**src/rtl/pic_pkg.sv**
```systemverilog
package pic_pkg;
  localparam int LINES = 8;

  typedef enum logic [1:0] {
    OP_MASK = 2'd0,
    OP_BASE = 2'd1,
    OP_EOI  = 2'd2,
    OP_NOP  = 2'd3
  } wr_op_e;
endpackage

```
**src/rtl/pic_rst_sync.sv**
```systemverilog
module pic_rst_sync #(
  parameter int STAGES = 2
) (
  input  logic clk,
  input  logic rst_ni,
  output logic rst_no
);
  logic [STAGES-1:0] sync_q;

  always_ff @(posedge clk or negedge rst_ni) begin
    if (!rst_ni) sync_q <= '0;
    else         sync_q <= {sync_q[STAGES-2:0], 1'b1};
  end

  assign rst_no = sync_q[STAGES-1];
endmodule

```
**src/rtl/pic_prio.sv**
```systemverilog
module pic_prio #(
  parameter  int W  = 8,
  localparam int IW = $clog2(W)
) (
  input  logic [W-1:0]  vec,
  output logic          any,
  output logic [IW-1:0] idx
);
  // lowest set index wins
  always_comb begin
    any = |vec;
    idx = '0;
    for (int i = W - 1; i >= 0; i--) begin
      if (vec[i]) idx = IW'(i);
    end
  end
endmodule

```
**src/rtl/pic_unit.sv**
```systemverilog
module pic_unit
  import pic_pkg::*;
#(
  parameter  int         N        = LINES,
  parameter  bit         CASC_EN  = 1'b0,
  parameter  int         CASC_IDX = 2,
  parameter  logic [7:0] BASE_RST = 8'h08,
  localparam int         IW       = $clog2(N)
) (
  input  logic          clk,
  input  logic          rst_n,
  input  logic [N-1:0]  irq,
  input  logic          wr_mask,
  input  logic          wr_base,
  input  logic          wr_eoi,
  input  logic [7:0]    wr_data,
  input  logic          ack,
  output logic          int_o,
  output logic [IW-1:0] win_o,
  output logic [7:0]    vec_o
);
  // lines sensed as a level instead of through the edge register
  localparam logic [N-1:0] LVL = CASC_EN ? (N'(1) << CASC_IDX) : '0;

  logic [N-1:0]    irr_q, irr_d, isr_q, isr_d, imr_q, imr_d, prv_q;
  logic [7-IW:0]   base_q, base_d;
  logic [N-1:0]    rise, req, win_oh, eoi_oh;
  logic            req_any, isr_any, hit;
  logic [IW-1:0]   req_idx, isr_idx;

  pic_prio #(.W(N)) u_req_prio (.vec(req),   .any(req_any), .idx(req_idx));
  pic_prio #(.W(N)) u_isr_prio (.vec(isr_q), .any(isr_any), .idx(isr_idx));

  always_comb begin
    rise   = irq & ~prv_q & ~imr_q & ~LVL;
    req    = ((irr_q & ~LVL) | (irq & LVL)) & ~imr_q;
    int_o  = req_any && (!isr_any || (req_idx < isr_idx));
    hit    = ack && int_o;
    win_oh = N'(1) << req_idx;
    eoi_oh = N'(1) << isr_idx;
    irr_d  = (irr_q & ~(hit ? win_oh : '0)) | rise;
    isr_d  = (isr_q & ~((wr_eoi && isr_any) ? eoi_oh : '0)) | (hit ? win_oh : '0);
    imr_d  = wr_mask ? wr_data[N-1:0] : imr_q;
    base_d = wr_base ? wr_data[7:IW] : base_q;
  end

  always_ff @(posedge clk or negedge rst_n) begin
    if (!rst_n) begin
      irr_q  <= '0;
      isr_q  <= '0;
      imr_q  <= '0;
      prv_q  <= '0;
      base_q <= BASE_RST[7:IW];
    end else begin
      irr_q  <= irr_d;
      isr_q  <= isr_d;
      imr_q  <= imr_d;
      prv_q  <= irq;
      base_q <= base_d;
    end
  end

  assign win_o = req_idx;
  assign vec_o = {base_q, req_idx};

  // pending bits only leave through an acknowledge
  a_r2_pending_held: assert property (@(posedge clk) disable iff (!rst_n)
    !ack |=> ((~irr_q & $past(irr_q)) == '0));

  // an edge on a masked line never becomes pending
  a_r4_masked_edge: assert property (@(posedge clk) disable iff (!rst_n)
    ((irr_q & ~$past(irr_q) & $past(imr_q)) == '0));

  // an honoured acknowledge puts the winner in service
  a_r6_to_service: assert property (@(posedge clk) disable iff (!rst_n)
    (ack && int_o) |=> ((isr_q & $past(win_oh)) != '0));

  // end-of-interrupt retires exactly one in-service line
  a_r8_eoi_one: assert property (@(posedge clk) disable iff (!rst_n)
    (wr_eoi && isr_any && !ack) |=> ($countones(isr_q) + 1 == $countones($past(isr_q))));
endmodule

```
**src/rtl/pic_cascade.sv**
```systemverilog
module pic_cascade
  import pic_pkg::*;
#(
  parameter  logic [7:0] M_BASE_RST = 8'h08,
  parameter  logic [7:0] S_BASE_RST = 8'h70,
  parameter  int         CASC_IDX   = 2,
  localparam int         IW         = $clog2(LINES)
) (
  input  logic              clk,
  input  logic              rst_ni,
  input  logic [2*LINES-1:0] irq_i,
  input  logic              wr_en,
  input  logic              wr_slave,
  input  logic [1:0]        wr_op,
  input  logic [7:0]        wr_data,
  input  logic              ack_i,
  output logic              int_o,
  output logic [7:0]        vec_o,
  output logic              vec_vld_o
);
  logic            rst_n;
  logic [LINES-1:0] m_irq;
  logic            m_int, s_int, s_ack;
  logic [IW-1:0]   m_win, s_win_unused;
  logic [7:0]      m_vec, s_vec, vec_d;
  logic            vld_d;
  logic            m_sel, s_sel;
  logic            unused_casc_pin;

  pic_rst_sync #(.STAGES(2)) u_rst (.clk(clk), .rst_ni(rst_ni), .rst_no(rst_n));

  genvar g;
  generate
    for (g = 0; g < LINES; g++) begin : g_min
      if (g == CASC_IDX) begin : g_casc
        assign m_irq[g] = s_int;
      end else begin : g_dev
        assign m_irq[g] = irq_i[g];
      end
    end
  endgenerate
  assign unused_casc_pin = irq_i[CASC_IDX];

  assign m_sel = wr_en && !wr_slave;
  assign s_sel = wr_en &&  wr_slave;
  assign s_ack = ack_i && m_int && (m_win == IW'(CASC_IDX));

  pic_unit #(.N(LINES), .CASC_EN(1'b1), .CASC_IDX(CASC_IDX), .BASE_RST(M_BASE_RST)) u_mst (
    .clk(clk), .rst_n(rst_n), .irq(m_irq),
    .wr_mask(m_sel && wr_op == OP_MASK), .wr_base(m_sel && wr_op == OP_BASE),
    .wr_eoi(m_sel && wr_op == OP_EOI), .wr_data(wr_data), .ack(ack_i),
    .int_o(m_int), .win_o(m_win), .vec_o(m_vec));

  pic_unit #(.N(LINES), .CASC_EN(1'b0), .CASC_IDX(CASC_IDX), .BASE_RST(S_BASE_RST)) u_slv (
    .clk(clk), .rst_n(rst_n), .irq(irq_i[2*LINES-1:LINES]),
    .wr_mask(s_sel && wr_op == OP_MASK), .wr_base(s_sel && wr_op == OP_BASE),
    .wr_eoi(s_sel && wr_op == OP_EOI), .wr_data(wr_data), .ack(s_ack),
    .int_o(s_int), .win_o(s_win_unused), .vec_o(s_vec));

  always_comb begin
    vld_d = ack_i && m_int;
    vec_d = vld_d ? (s_ack ? s_vec : m_vec) : vec_o;
  end

  always_ff @(posedge clk or negedge rst_n) begin
    if (!rst_n) begin
      vec_vld_o <= 1'b0;
      vec_o     <= '0;
    end else begin
      vec_vld_o <= vld_d;
      vec_o     <= vec_d;
    end
  end

  assign int_o = m_int;

  // the cascade acknowledge only reaches a secondary that is requesting
  a_r7_slave_ready: assert property (@(posedge clk) disable iff (!rst_n)
    s_ack |-> s_int);

  // an acknowledge with no request produces no vector
  a_r9_idle_ack: assert property (@(posedge clk) disable iff (!rst_n)
    (ack_i && !int_o) |=> !vec_vld_o);
endmodule

```
**config.mk**
```make
export PLATFORM = sky130hd
export DESIGN_NAME = pic_cascade
export DESIGN_NICKNAME = d
export VERILOG_FILES = /design/src/rtl/pic_pkg.sv /design/src/rtl/pic_rst_sync.sv /design/src/rtl/pic_prio.sv /design/src/rtl/pic_unit.sv /design/src/rtl/pic_cascade.sv
export SDC_FILE = /design/constraint.sdc
export NUM_CORES = 1
export LEC_CHECK = 0
export BUFFER_PORTS_ARGS = -buffer_cell sky130_fd_sc_hd__buf_4
export CAP_MARGIN = 0
export CORE_MARGIN = 3
export CORE_UTILIZATION = 58
export DETAILED_ROUTE_END_ITERATION = 16
export GPL_TIMING_DRIVEN = 0
export HOLD_SLACK_MARGIN = 0.02
export PLACE_DENSITY_LB_ADDON = 0.2
export REMOVE_ABC_BUFFERS = 1
export SETUP_SLACK_MARGIN = 0.1
export SKIP_LAST_GASP = 1
export SLEW_MARGIN = 30
export SYNTH_ARGS = -nofsm -noshare
export SYNTH_HDL_FRONTEND = slang
export SYNTH_HIERARCHICAL = 1
export SYNTH_SLANG_ARGS = --single-unit
```
**constraint.sdc**
```tcl
create_clock -name clk -period 5.33 [get_ports clk]
set_input_delay 1.066 -clock clk [delete_from_list [all_inputs] [get_ports clk]]
set_output_delay 1.066 -clock clk [all_outputs]
set_load 0.01 [all_outputs]
```
======== After elaboration in Yosys (flattened, before gate mapping) ========
Cells that the tools add are included.
storage, ports and cells
  logic and storage cells ................. 107
  register bits after elaboration ......... 85
cells by class
  bitwise operators ....................... 23
  shift-type cells ........................ 4
  reduce and logical (&&, ||, !) cells .... 25
  eq/ne operators ......................... 3
  muxes and demuxes ....................... 37
  order comparisons ....................... 2
operator list
  cell                                              number
  two-way mux 3 bit                                 32
  AND 8 bit                                         10
  inverter 8 bit                                    8
  two-way mux 8 bit                                 5
  bitwise OR 8 bit                                  4
  OR reduction 8 bit                                4
  << shifter 1 x 3 -> 8 bit (first input constant)  4
  logical AND 1 bit                                 15
  bitwise OR 8 x 3 -> 8 bit                         1
  < comparator 3 bit                                2
  == test 3 x 2 -> 1 bit (second input constant)    1
  zero test 1 bit                                   3
  == test 2 x 1 -> 1 bit (second input constant)    1
  == test 2 bit (second input constant)             1
  zero test 2 bit                                   1
  logical OR 1 bit                                  2

======== Logic depth before layout (Yosys ltp) ========
  word-level depth ........................ 33
  gate-level depth with buffers ........... 24
  gate-level depth less buffers ........... 22

======== Cells and area by module ========
The synthesis kept the hierarchy.
by module, submodules not included
  module            area an instance (um^2)  cells each  instances
  pic_unit (u_slv)  1585.3                   133         1
  pic_unit (u_mst)  1503.9                   131         1
  pic_cascade       462.9                    58          1
  pic_prio          81.3                     13          4
  pic_rst_sync      53.8                     3           1

======== Worst setup path before layout ========
No wires, ideal clock.
  path type ............................... reg-to-reg
  start ................................... register u_slv.imr_q[6]
  end ..................................... register u_slv.irr_q[0]
  setup time .............................. 121 ps
  arrival time ............................ 4781 ps
  cell stages (with the launch flop) ...... 23
  setup slack ............................. 427 ps
  period minus slack after synthesis ...... 4903 ps
  path buffers ............................ 2
  cells stage by stage .................... dfrtp_1 nor2b_1 o21ai_0 a21boi_0 ha_1 o21ai_1 a21oi_1 nor2b_1 nor2b_1 nor2_1 a21boi_0 ha_1 inv_1 o21ai_1 nand2_1 and2_1 and2_1 buf_2 buf_2 and2_2 nand3b_4 or4_1 o22a_1
between the ends
  cells in the longest elaborated chain, start to end .. 27
  elaborated cells on any way between the ends .. 31
ends and longest elaborated chain
  item                            RTL line           source
  start: declaration              pic_unit.sv:25     logic [N-1:0] irr_q, irr_d, isr_q, isr_d, imr_q, imr_d, prv_q;
  start signal: assignment        pic_unit.sv:57     imr_q <= imr_d;
  inverter 8 bit                  pic_unit.sv:36     req = ((irr_q & ~LVL) | (irq & LVL)) & ~imr_q;
  AND 8 bit                       pic_unit.sv:36
  named net u_slv.req[6]          pic_unit.sv:27     logic [N-1:0] rise, req, win_oh, eoi_oh;
  two-way mux 3 bit (7 in a row)  pic_prio.sv:14     if (vec[i]) idx = IW'(i);
  named net s_win_unused[1]       pic_cascade.sv:24  logic [IW-1:0] m_win, s_win_unused;
  < comparator 3 bit              pic_unit.sv:37     int_o = req_any && (!isr_any || (req_idx < isr_idx));
  logical OR 1 bit                pic_unit.sv:37
  logical AND 1 bit               pic_unit.sv:37
  named net s_int                 pic_cascade.sv:23  logic m_int, s_int, s_ack;
  [... 2 more ...]                n/a
  named net u_mst.req[2]          pic_unit.sv:27
  [... 3 more ...]                n/a
  named net m_win[1]              pic_cascade.sv:24
  [... 3 more ...]                n/a
  named net int_o                 pic_cascade.sv:17  output logic int_o,
  [... 1 more ...]                n/a
  named net vld_d                 pic_cascade.sv:26  logic vld_d;
  logical AND 1 bit               pic_cascade.sv:46  assign s_ack = ack_i && m_int && (m_win == IW'(CASC_IDX));
  named net s_ack                 pic_cascade.sv:23
  logical AND 1 bit               pic_unit.sv:38     hit = ack && int_o;
  two-way mux 8 bit               pic_unit.sv:41     irr_d = (irr_q & ~(hit ? win_oh : '0)) | rise;
  inverter 8 bit                  pic_unit.sv:41
  AND 8 bit                       pic_unit.sv:41
  bitwise OR 8 bit                pic_unit.sv:41
  named net u_slv.irr_d[0]        pic_unit.sv:25
  end signal: assignment          pic_unit.sv:55     irr_q <= irr_d;
  end: declaration                pic_unit.sv:25
The timed path passes the listed nets, and every way through them passes these cells.
A chain may end at the register's enable or synchronous reset.

======== Final worst setup path ========
  start ................................... register u_slv.irr_q[4]
  end ..................................... output int_o
between the ends
  cells in the longest elaborated chain, start to end .. 17
  elaborated cells on any way between the ends .. 19
ends and longest elaborated chain
  item                            RTL line
  AND 8 bit                       pic_unit.sv:36
  named net u_slv.req[4]          pic_unit.sv:27
  two-way mux 3 bit (5 in a row)  pic_prio.sv:14
  named net s_win_unused[2]       pic_cascade.sv:24
  < comparator 3 bit              pic_unit.sv:37
  logical OR 1 bit                pic_unit.sv:37
  logical AND 1 bit               pic_unit.sv:37
  named net s_int                 pic_cascade.sv:23
  bitwise OR 8 x 3 -> 8 bit       pic_unit.sv:36
  AND 8 bit                       pic_unit.sv:36
  named net u_mst.req[2]          pic_unit.sv:27
  two-way mux 3 bit (3 in a row)  pic_prio.sv:14
  named net m_win[2]              pic_cascade.sv:24
  < comparator 3 bit              pic_unit.sv:37
  logical OR 1 bit                pic_unit.sv:37
  logical AND 1 bit               pic_unit.sv:37
  end: declaration                pic_cascade.sv:17
The timed path passes the listed nets, and every way through them passes these cells.

==> metrics list <==
* Status: complete, no violations
- The die is 88.33 µm tall.
- Hold is met by 0.2726 ns.
* Port Buf Inserts: 39
- Share of Yosys cell area claimed by the top area cell type: 0.5029
- TritonCTS built the clock tree.
* Slew headroom: 0.4529
* Total count of hold-check failures in the final report: 0
- The number of global-route vias before repair was 2848.
- Number of warnings issued by yosys: 6
- Die Span X: 88.33 µm
* Routed length on met1: 3988 µm
- Total standard cell area after synthesis: 0.003931 mm²
- Relative to the synthesized area, the layout overhead comes to 16.23%.
* Critical Path Start Type: flip-flop
- Initial DRC Count: 196
- The path class of the tightest hold or removal check is reg -> async.
- The later pin in the worst-skew pair is clocked with a latency of 0.35 ns.
* Number of buffers added for setup after CTS: 0
* Highest clock frequency the design can meet: 0.2032 GHz
- Gp weighted congestion: 0.8631
- The longest clock path from root to sink contains 2 buffers.
- Flip-flop and latch count after synthesis: 83
- Total wirelength of the detailed-routed design: 8389 µm
- In the post-synthesis netlist, the cell with the most instances is sky130_fd_sc_hd__dfrtp_1.
- Required time reported for the critical path endpoint: 4.26 ns
- Total die area: 0.007802 mm²
- Setup repair after global routing left no endpoint under its margin.
- Once placement finished, the instance area stood at 0.004307 mm².
- Ranked by instance count, the synthesized netlist is headed by sky130_fd_sc_hd__dfrtp_1, sky130_fd_sc_hd__nor2_1, sky130_fd_sc_hd__nand2_1.
* Reported max-cap violation count: 0
* Starting density of the core: 0.6087
* Level count of the clock H-tree: 3
- Routed signal wires occupy layers up through met4.
- Of the synthesized area, sequential elements account for 0.5296.
- Routed length on met3: 455 µm
* Vias per std cell: 5.984
- The average instance in the mapped netlist occupies 10.43 µm².
* Crit end category: primary output
- Post-synthesis cell type with the largest combined area: sky130_fd_sc_hd__dfrtp_1
- In the final layout, the share of cells above drive strength 1 is 0.2648.
* Portion of the clock cycle consumed by the worst path in the final layout: 0.9235
- Worst-Margin Slew: 0.8101 ns
* Post-detailed-route wirelength per cell: 16.78 µm
- Largest fanout of any net on the critical path: 8
* CTS clk-pin slew, worst paths: 0.09 ns
* Cell count after synthesis: 377
- The max-slew violation count is 0.
- The setup check on the worst reg-to-reg path leaves a slack of 0.54 ns.
- Entering global routing, the biggest net connects 51 pins.
- For the final database, setup skew stands at 0.01163 ns.
- HPWL after DPL: 6126 µm
- STA puts the critical path data arrival time at 3.86 ns.
- VDD sags by at most 0.2764 mV.
- Pre-Repair DR Iteration Count: 4
- Yosys attributes the largest share of cell area to sky130_fd_sc_hd__dfrtp_1, sky130_fd_sc_hd__mux2_2, sky130_fd_sc_hd__nor2_1.
- Detailed routing placed a total of 3849 µm of wire on met2.
* Final net count: 453
- The number of antenna violations at the first check in global routing came to 0.
- For this run, the total global-route usage over all layers was measured as 0.2337.
* Number of nets still failing antenna checks after routing: 0
- Root buffer cell: sky130_fd_sc_hd__clkbuf_8
- The total overflow left after global routing is 0.
- Number of placed I/O pins: 41
* Area of all placed cells without fillers: 0.004569 mm²
- The first global-routing pass estimated 13870 µm of wire.
- Num rows: 29
- Core Box Area: 0.006459 mm²
- Distinct cell type count of the synthesized netlist: 47
- The critical path is of the reg -> out type.
- Dividing total power by cell area gives a power density of 515.5 mW/mm².
* Setup-violating endpoint count in the final report: 0
- Async set-reset flop share out of synthesis: 1.000
- Number of flops mapped to enable cells by yosys: 0
- Leakage component of the power: 0.001881 µW
- Post-layout min period: 4.922 ns
* Top_reg_cell synth: sky130_fd_sc_hd__dfrtp_1
- The routed layout has 2992 vias.
- Number of design rule violations left after detail routing: 0
- Count of antenna diodes in the layout: 0
- Clock tree synthesis found a total of 83 sinks.
- Clock tree synthesis inserted a total of 9 buffers.
[logic make-up after synthesis]
logic type,synth area share
multiplexers,0.07447
other,0.0009539
AO/OA/AOI/OAI,0.1384
AND/OR/NAND/NOR,0.2161
flip-flops,0.5296
adder cells (fa/ha/maj),0.01273
buffers and inverters,0.02769
[flip-flops by register name (all words and copies together), names as in the netlist]
signal / count
vec_vld_o: 1
u_rst/sync_q: 2
u_slv/imr_q: 8
vec_o: 8
u_slv/base_q: 5
u_mst/prv_q: 7
u_slv/irr_q: 8
u_slv/isr_q: 8
u_mst/base_q: 5
u_slv/prv_q: 8
u_mst/isr_q: 8
u_mst/imr_q: 8
u_mst/irr_q: 7
[cells in the final DEF, fill, tap and decap left out, drive strengths merged, types with 4 or more instances in the layout]
cell type	instances
mux2	26
nor2	41
dfrtp	79
inv	13
a21boi	5
nor3b	12
buf	41
nand3	11
o21bai	4
a21oi	12
o21ai	30
a31oi	9
nand2b	7
ha	4
nand2	37
and3b	4
nor4	6
o31ai	6
nor3	4
o22a	5
nor2b	23
or3	4
clkbuf	10
o41ai	5
dfstp	4
[where the power goes]
group | switching, µW | internal (µW)
Combinational | 589 | 421
Sequential | 112 | 785
Clock | 228 | 221
Total | 930 | 1430
[what timing repair did]
action	4_1_cts	5_1_grt
resized for setup	5	11
hold buffers	0	0
setup endpoints to repair	17	17
[per-stage QoR]
stage	util	instances	TNS, ns	setup slack, ns	power [µW]
5_1_grt	0.7075	500	0	0.09396	2534
6_report	0.7075	500	0	0.4079	2356
3_5_place_dp	0.6668	484	-3.910	-0.4795	1840
4_1_cts	0.7007	500	0	0.1128	2311
2_1_floorplan	-	366	0	0.4277	1534
3_3_place_gp	0.6585	482	-8.077	-0.6984	1791
[routing by layer]
layer / vias up / GRT usage
met5: - / 0
li1: 1423 / -
met3: 8 / 0.04097
met1: 1477 / 0.3469
met2: 84 / 0.3467
met4: 0 / 0.08654
[final timing paths]
path	depth (start not counted)	start	end
setup / recovery	16	u_slv/irr_q[4]	int_o
hold / removal	0	u_rst/sync_q[1]	u_slv/prv_q[3]
setup reg to reg	20	u_slv/irr_q[4]	u_slv/irr_q[0]
hold reg to reg	0	u_rst/sync_q[1]	u_slv/prv_q[3]
max in group asynchronous	1	u_rst/sync_q[1]	u_mst/base_q[0]
min in group clk	0	u_rst/sync_q[0]	u_rst/sync_q[1]
[worst max-delay path: stages, from the launching register on]
cell and delay, ns:
sky130_fd_sc_hd__dfrtp_1 0.39, sky130_fd_sc_hd__nor2b_1 0.18, sky130_fd_sc_hd__nor4_2 0.32, sky130_fd_sc_hd__and3b_2 0.31, sky130_fd_sc_hd__ha_1 0.35, sky130_fd_sc_hd__o21ai_1 0.17
sky130_fd_sc_hd__a21oi_2 0.08, sky130_fd_sc_hd__nor2b_1 0.12, sky130_fd_sc_hd__nor2b_4 0.21, sky130_fd_sc_hd__nor2_2 0.08, sky130_fd_sc_hd__and3b_2 0.27, sky130_fd_sc_hd__ha_1 0.35
sky130_fd_sc_hd__o21ai_4 0.18, sky130_fd_sc_hd__inv_1 0.08, sky130_fd_sc_hd__nand2_1 0.14, sky130_fd_sc_hd__and2_1 0.16, sky130_fd_sc_hd__buf_4 0.12
[final cells by class]
| cell class | count | area (µm²) |
|---|---|---|
| flip-flops and latches | 83 | 2086 |
| multi-input cells | 272 | 1822 |
| inverters | 11 | 41.29 |
| repair buffers | 41 | 325.3 |
| clock buffers | 10 | 127.6 |
| fillers | 484 | 1889 |
| clock inverters | 6 | 71.32 |
| well taps | 77 | 96.34 |
Note: power is estimated with default switching activity, not from simulation.
